$ cat src/rtl/owm_pkg.sv
package owm_pkg;
  localparam logic [1:0] ADDR_DATA = 2'd0;
  localparam logic [1:0] ADDR_STAT = 2'd1;
  localparam logic [1:0] ADDR_EN   = 2'd2;

  localparam int EN_DIRECT = 7;
  localparam int EN_POL    = 1;
  localparam int N_IRQ     = 6;

  // interrupt-capable flags, MSB to LSB as they gate into the status word
  typedef struct packed {
    logic nbsy;
    logic sint;
    logic rbf;
    logic temt;
    logic tbe;
    logic pd;
  } irq_flags_t;
endpackage

$ cat src/rtl/owm_slot_engine.sv
module owm_slot_engine #(
  parameter int DATA_W   = 8,
  parameter int SLOT_T   = 70,
  parameter int LOW1_T   = 6,
  parameter int LOW0_T   = 60,
  parameter int SAMPLE_T = 15
) (
  input  logic              clk_i,
  input  logic              rst_ni,
  input  logic              tick_i,
  input  logic              start_i,
  input  logic [DATA_W-1:0] data_i,
  input  logic              dq_i,
  output logic              busy_o,
  output logic              pull_o,
  output logic              done_o,
  output logic [DATA_W-1:0] rx_o
);
  localparam int CNT_W = $clog2(SLOT_T + 1);
  localparam int IDX_W = $clog2(DATA_W);
  localparam logic [IDX_W-1:0] LAST_IDX = IDX_W'(DATA_W - 1);

  logic              active_q;
  logic [CNT_W-1:0]  cnt_q;
  logic [IDX_W-1:0]  idx_q;
  logic [DATA_W-1:0] sh_q, rx_q;
  logic [CNT_W-1:0]  low_lim;
  logic              slot_end;

  assign low_lim  = sh_q[0] ? CNT_W'(LOW1_T) : CNT_W'(LOW0_T);
  assign slot_end = active_q && tick_i && (cnt_q == CNT_W'(SLOT_T - 1));

  always_ff @(posedge clk_i or negedge rst_ni) begin
    if (!rst_ni) begin
      active_q <= 1'b0;
      cnt_q    <= '0;
      idx_q    <= '0;
      sh_q     <= '0;
      rx_q     <= '0;
    end else if (start_i && !active_q) begin
      active_q <= 1'b1;
      cnt_q    <= '0;
      idx_q    <= '0;
      sh_q     <= data_i;
    end else if (active_q && tick_i) begin
      if (cnt_q == CNT_W'(SAMPLE_T)) rx_q <= {dq_i, rx_q[DATA_W-1:1]};
      if (slot_end) begin
        cnt_q <= '0;
        sh_q  <= sh_q >> 1;
        idx_q <= idx_q + 1'b1;
        if (idx_q == LAST_IDX) active_q <= 1'b0;
      end else begin
        cnt_q <= cnt_q + 1'b1;
      end
    end
  end

  assign busy_o = active_q;
  assign pull_o = active_q && (cnt_q < low_lim);
  assign done_o = slot_end && (idx_q == LAST_IDX);
  assign rx_o   = rx_q;
endmodule

$ cat src/rtl/owm_irq_ctrl.sv
module owm_irq_ctrl #(
  parameter int N = 6
) (
  input  logic         clk_i,
  input  logic         rst_ni,
  input  logic [N-1:0] flags_i,
  input  logic [N-1:0] en_i,
  input  logic         pol_i,
  input  logic         clr_i,
  output logic         rise_o,
  output logic         irq_o
);
  logic [N-1:0] masked, masked_q;
  logic         pend_q;

  assign masked = flags_i & en_i;
  assign rise_o = |(masked & ~masked_q);

  always_ff @(posedge clk_i or negedge rst_ni) begin
    if (!rst_ni) begin
      masked_q <= '0;
      pend_q   <= 1'b0;
    end else begin
      masked_q <= masked;
      pend_q   <= (pend_q && !clr_i) || rise_o;
    end
  end

  assign irq_o = pol_i ? pend_q : !pend_q;
endmodule

$ cat src/rtl/owm_byte_engine.sv
module owm_byte_engine
  import owm_pkg::*;
#(
  parameter int SLOT_T   = 70,
  parameter int LOW1_T   = 6,
  parameter int LOW0_T   = 60,
  parameter int SAMPLE_T = 15
) (
  input  logic       clk_i,
  input  logic       rst_ni,
  input  logic       tick_i,
  input  logic [1:0] reg_addr_i,
  input  logic       reg_wr_i,
  input  logic       reg_rd_i,
  input  logic [7:0] reg_wdata_i,
  output logic [7:0] reg_rdata_o,
  input  logic       pres_done_i,
  input  logic       pres_absent_i,
  input  logic       rst_busy_i,
  input  logic       slave_low_i,
  input  logic       direct_low_i,
  input  logic       dq_i,
  output logic       dq_pull_o,
  output logic       irq_o
);
  localparam int DATA_W = 8;

  logic [DATA_W-1:0] tx_buf_q, rx_buf_q, en_q, eng_rx, status;
  logic tbe_q, rbf_q, sint_q, pd_q, pdr_q;
  logic eng_busy, eng_pull, eng_done, load, nbsy, irq_rise;
  logic wr_data, wr_en, rd_data, rd_stat;
  irq_flags_t flags;

  assign wr_data = reg_wr_i && (reg_addr_i == ADDR_DATA);
  assign wr_en   = reg_wr_i && (reg_addr_i == ADDR_EN);
  assign rd_data = reg_rd_i && (reg_addr_i == ADDR_DATA);
  assign rd_stat = reg_rd_i && (reg_addr_i == ADDR_STAT);
  assign load    = !tbe_q && !eng_busy && !en_q[EN_DIRECT];

  always_ff @(posedge clk_i or negedge rst_ni) begin
    if (!rst_ni) begin
      tx_buf_q <= '0;
      rx_buf_q <= '0;
      en_q     <= '0;
      tbe_q    <= 1'b1;
      rbf_q    <= 1'b0;
      sint_q   <= 1'b0;
      pd_q     <= 1'b0;
      pdr_q    <= 1'b1;
    end else begin
      if (wr_data) tx_buf_q <= reg_wdata_i;
      if (wr_en)   en_q     <= reg_wdata_i;
      if (wr_data)   tbe_q <= 1'b0;
      else if (load) tbe_q <= 1'b1;
      // set beats the read clear so an event is never lost
      if (eng_done) begin
        rx_buf_q <= eng_rx;
        rbf_q    <= 1'b1;
      end else if (rd_data) begin
        rbf_q    <= 1'b0;
      end
      if (slave_low_i)  sint_q <= 1'b1;
      else if (rd_stat) sint_q <= 1'b0;
      if (pres_done_i) begin
        pd_q  <= 1'b1;
        pdr_q <= pres_absent_i;
      end else if (rd_stat) begin
        pd_q  <= 1'b0;
      end
    end
  end

  owm_slot_engine #(
    .DATA_W(DATA_W), .SLOT_T(SLOT_T), .LOW1_T(LOW1_T),
    .LOW0_T(LOW0_T), .SAMPLE_T(SAMPLE_T)
  ) u_slot (
    .clk_i  (clk_i),
    .rst_ni (rst_ni),
    .tick_i (tick_i),
    .start_i(load),
    .data_i (tx_buf_q),
    .dq_i   (dq_i),
    .busy_o (eng_busy),
    .pull_o (eng_pull),
    .done_o (eng_done),
    .rx_o   (eng_rx)
  );

  assign nbsy = !(eng_busy || !tbe_q || rst_busy_i);

  assign flags = '{nbsy: nbsy, sint: sint_q, rbf: rbf_q,
                   temt: !eng_busy, tbe: tbe_q, pd: pd_q};

  owm_irq_ctrl #(.N(N_IRQ)) u_irq (
    .clk_i  (clk_i),
    .rst_ni (rst_ni),
    .flags_i(flags),
    .en_i   ({en_q[6:2], en_q[0]}),
    .pol_i  (en_q[EN_POL]),
    .clr_i  (rd_stat),
    .rise_o (irq_rise),
    .irq_o  (irq_o)
  );

  assign status = {dq_i, nbsy, sint_q, rbf_q, !eng_busy, tbe_q, pdr_q, pd_q};

  always_comb begin
    unique case (reg_addr_i)
      ADDR_DATA: reg_rdata_o = rx_buf_q;
      ADDR_STAT: reg_rdata_o = status;
      ADDR_EN:   reg_rdata_o = en_q;
      default:   reg_rdata_o = '0;
    endcase
  end

  assign dq_pull_o = en_q[EN_DIRECT] ? direct_low_i : eng_pull;
endmodule

$ cat config.mk
export PLATFORM = sky130hd
export DESIGN_NAME = owm_byte_engine
export DESIGN_NICKNAME = d
export VERILOG_FILES = /design/src/rtl/owm_pkg.sv /design/src/rtl/owm_slot_engine.sv /design/src/rtl/owm_irq_ctrl.sv /design/src/rtl/owm_byte_engine.sv
export SDC_FILE = /design/constraint.sdc
export NUM_CORES = 1
export LEC_CHECK = 0
export BUFFER_PORTS_ARGS = -buffer_cell sky130_fd_sc_hd__buf_2
export CORE_MARGIN = 2
export CORE_UTILIZATION = 58
export DETAILED_ROUTE_END_ITERATION = 8
export PLACE_DENSITY = 0.87
export SETUP_SLACK_MARGIN = 0.02
export SLEW_MARGIN = 20
export SYNTH_ARGS = -nofsm -noshare
export SYNTH_HDL_FRONTEND = slang
export SYNTH_SLANG_ARGS = --single-unit
$ cat constraint.sdc
create_clock -name clk_i -period 2.4 [get_ports clk_i]
set_input_delay 0.36 -clock clk_i [delete_from_list [all_inputs] [get_ports clk_i]]
set_output_delay 0.36 -clock clk_i [all_outputs]
set_load 0.01 [all_outputs]
==> results.md, run 1 <==
* Status: complete, no violations
* Diodes inserted at 0
* Placed insts at 334
* Die ar. at 5480 um^2
* Worst min-delay path class: in -> async
* Filler Cells Inserted at 341
* TritonCTS clock tree: built
* Clk_lat worst skew at 340 ps
* Max incr delay on CP at 480 ps
* Root Buffer: clkbuf_8
* RSZ-0062 raised after global routing: false
* Htree depth at 3
* Clock power frac at 0.319
* Area occupied by multi-input gates at 1210 um^2
* Most frequent cells in the layout: dfrtp_1, mux2_2, buf_2
* Layout cell share with drive strength beyond 1 at 0.351
* Sequential Power Share at 0.494
* DR WL/cell at 16.3 um
* Drt via density at 5.64
* Vias in the first global route at 2,068
* Crit. End Element: primary output
* Met3 routed WL at 282 um
* Layout Nets at 308
* Worst-case clock buffer depth at 2
* WP data arrival at 1830 ps
* Sink Count at 63
* Num rows at 25
* Placed Area at 3120 um^2
* Final Cell Area at 3330 um^2
* Pleak at 1.65 nW
* CP delay by family, top: simple AND/OR/NAND/NOR gates
* Largest net degree at the start of global routing at 64
* Sum of net half-perimeters after detailed placement at 4020 um
* Initial antenna violation count at 0
* CTS Hold Buffers Added at 0
* Final critical-path setup slack at 213 ps
* Max-slew violations at 0
* R2R Path Start: u_slot.busy_o$_DFFE_PN0P_
* Avg Cell Area, Syn at 12.1 um^2
* R2R Setup Slk at 260 ps
* DRT antenna net count at 0
* Post-synth EDFFs at 0
* Ports at 31
* Max transition margin at 0.496
* Max VDD drop at 0.000500 V
* Max cap viols at 0
* Tightest Pin Transition at 757 ps
* Largest cells by area after synthesis: dfrtp_1, mux2_2, nand2_1, mux2i_1, ha_1
* Sw Share at 0.285
* Final cell count without fillers at 352
* Top_reg_cell synth: dfrtp_1
* Cts bufs inserted at 9
* Synthesized net count at 262
* Pre-CTS WS at 324 ps
* Fin util at 0.705
* Commonest non-fill, non-tap cell in the layout: dfrtp_1
* Worst path required time at 2040 ps
* Comb power frac at 0.187
* CP Class: reg -> out
* Fin crit share at 0.911
* Yosys top cell by area: dfrtp_1
* CP Depth at 6
* Reg clk slew, reported paths at 70 ps
* Worst path bufs/invs at 1
* Port bufs at 30
* Die span in x at 74.0 um
* Register Area at 1580 um^2
* First-pass GRT wire length at 9830 um
* Crit path to: dq_pull_o
* Met2 wire len at 2850 um
* Setup_tns at 0 ps
* Global route overflow at 0
* Highest-delay cell along the critical path: or4b_4
* Worst Path Max Fanout at 2
* R2R depth at 4
* Final min period at 2190 ps
* Top sig layer: met4
* Critical path launch point: u_slot.sh_q[0]$_DFFE_PN0P_
* Cells after synthesis at 234
* Clk_skew at 8.37 ps
* Initial Utilization at 0.602
* Routability cong. at 0.889
* Post-synth cell types at 42
* Fraction of registers with async set/reset at 1.00
* Die Ht at 74.0 um
* Seq/Total Area, Yosys at 0.556
* Fmax at 0.457 GHz
* Crit path cell chain: ha_1 -> or4b_4 -> nor2_1 -> o21ai_0 -> o211ai_1 -> buf_2
* Post-synth top area share at 0.537
* Iter 0 DRT Violations at 135
* Fin. Hold Viols at 0
* CORE AREA at 4720 um^2
* Synthesized area at 2840 um^2
* DRC errors left at 0
* Power after layout at 2.83 mW
* Synth warn at 0
* Flops & latches, synth at 63
* Drt pass-1 iters at 4
* Area grow syn2layout at 17.3%
* Worst hold slack at 174 ps
* Total track usage at 0.245
* CP startpoint kind: register
* Pwr/cell area at 848 nW/um^2
* Via Count at 1,986
* Detailed Route WL at 5740 um
* Terminus of the critical flop-to-flop path: u_slot.rx_o[5]$_DFFE_PN0P_
* Net Switching at 0.806 mW
* Final setup fails at 0
* Int Pwr at 2.02 mW
* Wl on met1 at 2510 um
==> metal layers <==
layer  GRT usage  vias up
li1            -      933
met1       0.326      989
met2       0.396       55
met3      0.0407        9
met4       0.115        0
met5           0        -
==> worst min path at each step <==
| stage | depth (start not counted) | slack (ps) | to |
|---|---|---|---|
| finish | 2 | 170 | en_q[5]$_DFFE_PN0P_ |
| global route | 2 | 210 | sint_q$_DFFE_PN0P_ |
| CTS | 2 | 190 | sint_q$_DFFE_PN0P_ |
| detailed placement | 1 | 430 | u_irq.pend_q$_DFF_PN0_ |
| global placement | 1 | 420 | u_irq.pend_q$_DFF_PN0_ |
| floorplan | 0 | 60 | en_q[0]$_DFFE_PN0P_ |
==> worst reg2reg max path: stages, from the launching register on <==
cell and delay, ps:
dfrtp_1 490, nand2_1 330, or3_1 460, nor3_4 350
mux2_2 390
==> synth_stat cells, types with 3 or more instances <==
master and instances:
nand2b_1 3, a22o_1 7, nand3_1 3, inv_1 7
ha_1 7, xnor2_1 3, a21o_1 8, nor3_1 3
o21ai_0 17, nand2_1 26, dfrtp_1 61, mux2i_1 9
clkbuf_1 3, mux2_2 35, nor2_1 9
==> cell type report <==
type | count | share of cell area
clock buffer | 12 | 0.0436
clock inverter | 4 | 0.0135
inverter | 7 | 0.00789
multi-input combinational | 157 | 0.363
sequential | 63 | 0.474
tap | 67 | 0.0252
timing repair buffer | 42 | 0.0721
==> power by group through the flow <==
stage / Clock [mW] / Sequential, mW / Combinational (mW)
2_1_floorplan: 0 / 1.38 / 0.337
3_3_place_gp: 0 / 1.42 / 0.452
3_5_place_dp: 0 / 1.43 / 0.476
4_1_cts: 0.909 / 1.39 / 0.532
5_1_grt: 0.949 / 1.42 / 0.602
6_report: 0.900 / 1.40 / 0.530
==> cells by family after synthesis <==
logic type                 count (synthesis)  synth area share
and+or+nand+nor                           60             0.114
xor gates and xnor gates                   4            0.0123
AOI/OAI and AO/OA                         42            0.0973
buffers and inverters                     14            0.0194
muxes                                     44             0.170
adders and majority gates                  7            0.0308
DFF                                       63             0.556
==> state kept, by name, summed over array words and instances, names as in the netlist <==
| name | count |
|---|---|
| en_q | 8 |
| rx_buf_q | 8 |
| tx_buf_q | 8 |
| u_slot.rx_o | 8 |
| u_slot.sh_q | 8 |
| u_slot.cnt_q | 7 |
| u_irq.masked_q | 6 |
| u_slot.idx_q | 3 |
| pd_q | 1 |
| pdr_q | 1 |
| rbf_q | 1 |
| sint_q | 1 |
| tbe_q | 1 |
| u_irq.pend_q | 1 |
| u_slot.busy_o | 1 |
==> repair_timing <==
item                       in CTS  in global routing
pin swaps                       0                  1
setup endpoints to repair       1                  1
buffers inserted                2                  0
gates resized for setup         1                  1
Power figures use the tool's default switching activity.
==> run 2, diff against run 1 <==
--- a/config.mk
+++ b/config.mk
@@ -10,6 +10,7 @@
 export CORE_UTILIZATION = 58
 export DETAILED_ROUTE_END_ITERATION = 8
 export PLACE_DENSITY = 0.87
+export RECOVER_POWER = 100
 export SETUP_SLACK_MARGIN = 0.02
 export SLEW_MARGIN = 20
 export SYNTH_ARGS = -nofsm -noshare
==> constraint.sdc (replaced) <==
create_clock -name clk_i -period 2.25 [get_ports clk_i]
set_input_delay 0.3375 -clock clk_i [delete_from_list [all_inputs] [get_ports clk_i]]
set_output_delay 0.3375 -clock clk_i [all_outputs]
set_load 0.01 [all_outputs]
==> run 2 against run 1 <==
Effect of this change:
- the flow now finishes with violations (capacitance limit, slew limit)
- wire length up 0.68%
- first-iteration DRC count down 8.1%
- sequential cell count unchanged
- worst setup slack worse by 150 ps
- utilization down 0.13 points
- critical endpoint is now reg_rdata_o[6]
==> results.md, run 2 (synthesis gave the netlist of run 1 again) <==
* WP data arrival at 1850 ps (was 1830 ps)
* Drt pass-1 iters at 4 (unchanged)
* Pleak at 1.61 nW (was 1.65 nW)
* Final critical-path setup slack at 65.3 ps (was 213 ps)
* Pre-CTS WS at 206 ps (was 324 ps)
* Detailed Route WL at 5770 um (was 5740 um)
* Sink Count at 63 (unchanged)
* Filler Cells Inserted at 362 (was 341)
* Max transition margin at -0.0929 (was 0.496)
* Drt via density at 5.66 (was 5.64)
* Max cap viols at 1 (was 0)
* Largest net degree at the start of global routing at 35 (was 64)
* Setup_tns at 0 ps (unchanged)
* Total track usage at 0.246 (was 0.245)
* Clk_skew at 7.70 ps (was 8.37 ps)
* Vias in the first global route at 1,963 (was 2,068)
* Worst min-delay path class: in -> reg (was in -> async)
* Crit. End Element: primary output (unchanged)
* Worst Path Max Fanout at 6 (was 2)
* Ports at 31 (unchanged)
* DRT antenna net count at 0 (unchanged)
* Fin. Hold Viols at 0 (unchanged)
* Cts bufs inserted at 9 (unchanged)
* DR WL/cell at 16.5 um (was 16.3 um)
* Die Ht at 74.0 um (unchanged)
* Fin crit share at 0.971
* Reg clk slew, reported paths at 70 ps (about the same)
* R2R Path Start: u_slot.busy_o$_DFFE_PN0P_ (unchanged)
* Tightest Pin Transition at 1640 ps (was 757 ps)
* Most frequent cells in the layout: dfrtp_1, mux2_2, nand2_1 (was dfrtp_1, mux2_2, buf_2)
* Max-slew violations at 30 (was 0)
* R2R Setup Slk at 180 ps (was 260 ps)
* Area grow syn2layout at 17.0% (was 17.3%)
* Iter 0 DRT Violations at 124 (was 135)
* Routability cong. at 0.903 (was 0.889)
* CP startpoint kind: register (unchanged)
* Crit path to: reg_rdata_o[6] (was dq_pull_o)
* DRC errors left at 0 (unchanged)
* TritonCTS clock tree: built (unchanged)
* CP Class: reg -> out (unchanged)
* RSZ-0062 raised after global routing: false (unchanged)
* Layout cell share with drive strength beyond 1 at 0.293 (was 0.351)
* Die ar. at 5480 um^2 (unchanged)
* Port bufs at 30 (unchanged)
* Root Buffer: clkbuf_8 (unchanged)
* Commonest non-fill, non-tap cell in the layout: dfrtp_1 (unchanged)
* Num rows at 25 (unchanged)
* CORE AREA at 4720 um^2 (unchanged)
* Final Cell Area at 3330 um^2 (about the same)
* Worst-case clock buffer depth at 2 (unchanged)
* Initial Utilization at 0.602 (unchanged)
* Worst path required time at 1910 ps (was 2040 ps)
* Worst hold slack at 174 ps (about the same)
* Global route overflow at 0 (unchanged)
* Pwr/cell area at 943 nW/um^2 (was 848 nW/um^2)
* Final min period at 2180 ps
* Final setup fails at 0 (unchanged)
* Fmax at 0.458 GHz
* Initial antenna violation count at 0 (unchanged)
* Diodes inserted at 0 (unchanged)
* Htree depth at 3 (unchanged)
* Terminus of the critical flop-to-flop path: u_slot.rx_o[7]$_DFFE_PN0P_ (was u_slot.rx_o[5]$_DFFE_PN0P_)
* Sum of net half-perimeters after detailed placement at 4090 um (was 4020 um)
* Via Count at 1,981 (was 1,986)
* Max VDD drop at 0.000710 V (was 0.000500 V)
* Placed Area at 3120 um^2 (about the same)
* Violated checks: capacitance limit, slew limit
* Layout Nets at 306 (was 308)
* Die span in x at 74.0 um (unchanged)
* Clk_lat worst skew at 340 ps (about the same)
* R2R depth at 4 (unchanged)
* First-pass GRT wire length at 9720 um (was 9830 um)
* Status: finished with violations (was complete, no violations)
* Critical path launch point: tbe_q$_DFFE_PN1P_ (was u_slot.sh_q[0]$_DFFE_PN0P_)
run 2: cell count changes in the layout (fill, tap and decap cells not counted), sizes merged:
cell / change
buf: -18
clkbuf: +17
clkinv: -2
bufinv: +1
run 2: metrics by stage:
stage	cells	util	total power, mW
after floorplan	234	-	1.83
after global placement	332	0.660	1.98
after detailed placement	332	0.660	2.02
after CTS	350	0.712	3.16
after global routing	350	0.704	3.31
final	350	0.704	3.14
run 2: area by class of cell:
class | count | area (um^2) | area share
Tap cell | 67 | 83.8 | 0.0252
Clock inverter | 3 | 65.1 | 0.0196
Sequential cell | 63 | 1580 | 0.476
Clock buffer | 13 | 159 | 0.0478
Multi-Input combinational cell | 157 | 1200 | 0.361
Timing Repair Buffer | 40 | 210 | 0.0632
Inverter | 7 | 26.3 | 0.00790
run 2: power by group:
part / switching, mW / internal [mW]
combinational: 0.262 / 0.282
clock: 0.420 / 0.684
sequential: 0.163 / 1.32
total: 0.845 / 2.29
run 2: metal layers:
metal,global-route usage,vias to the layer above,share of wire
met5,0,-,0
met4,0.145,0,0.027
met3,0.0488,13,0.031
met2,0.360,38,0.48
met1,0.346,1008,0.46
li1,-,922,-
run 2: worst min-delay path by stage:
stage / slack (ps) / endpoint / start / cells past startpoint
CTS: 40 / u_slot.sh_q[1]$_DFFE_PN0P_ / rst_ni / 1
floorplan: 40 / en_q[0]$_DFFE_PN0P_ / rst_ni / 0
global placement: 410 / sint_q$_DFFE_PN0P_ / rst_ni / 1
global route: 190 / sint_q$_DFFE_PN0P_ / slave_low_i / 2
finish: 170 / sint_q$_DFFE_PN0P_ / slave_low_i / 2
detailed placement: 410 / sint_q$_DFFE_PN0P_ / rst_ni / 1
run 2: repair_timing:
action	4_1_cts	5_1_grt
resized for setup	3	1
hold buffers	0	0
setup endpoints to repair	1	1
buffers inserted	2	0
pin swaps	0	1
run 2: critical path, stage by stage, from the launching register on:
cell and delay (ps):
dfstp_1 630, nor3b_1 350, mux2i_1 130, o21ai_0 220
clkbuf_2 170
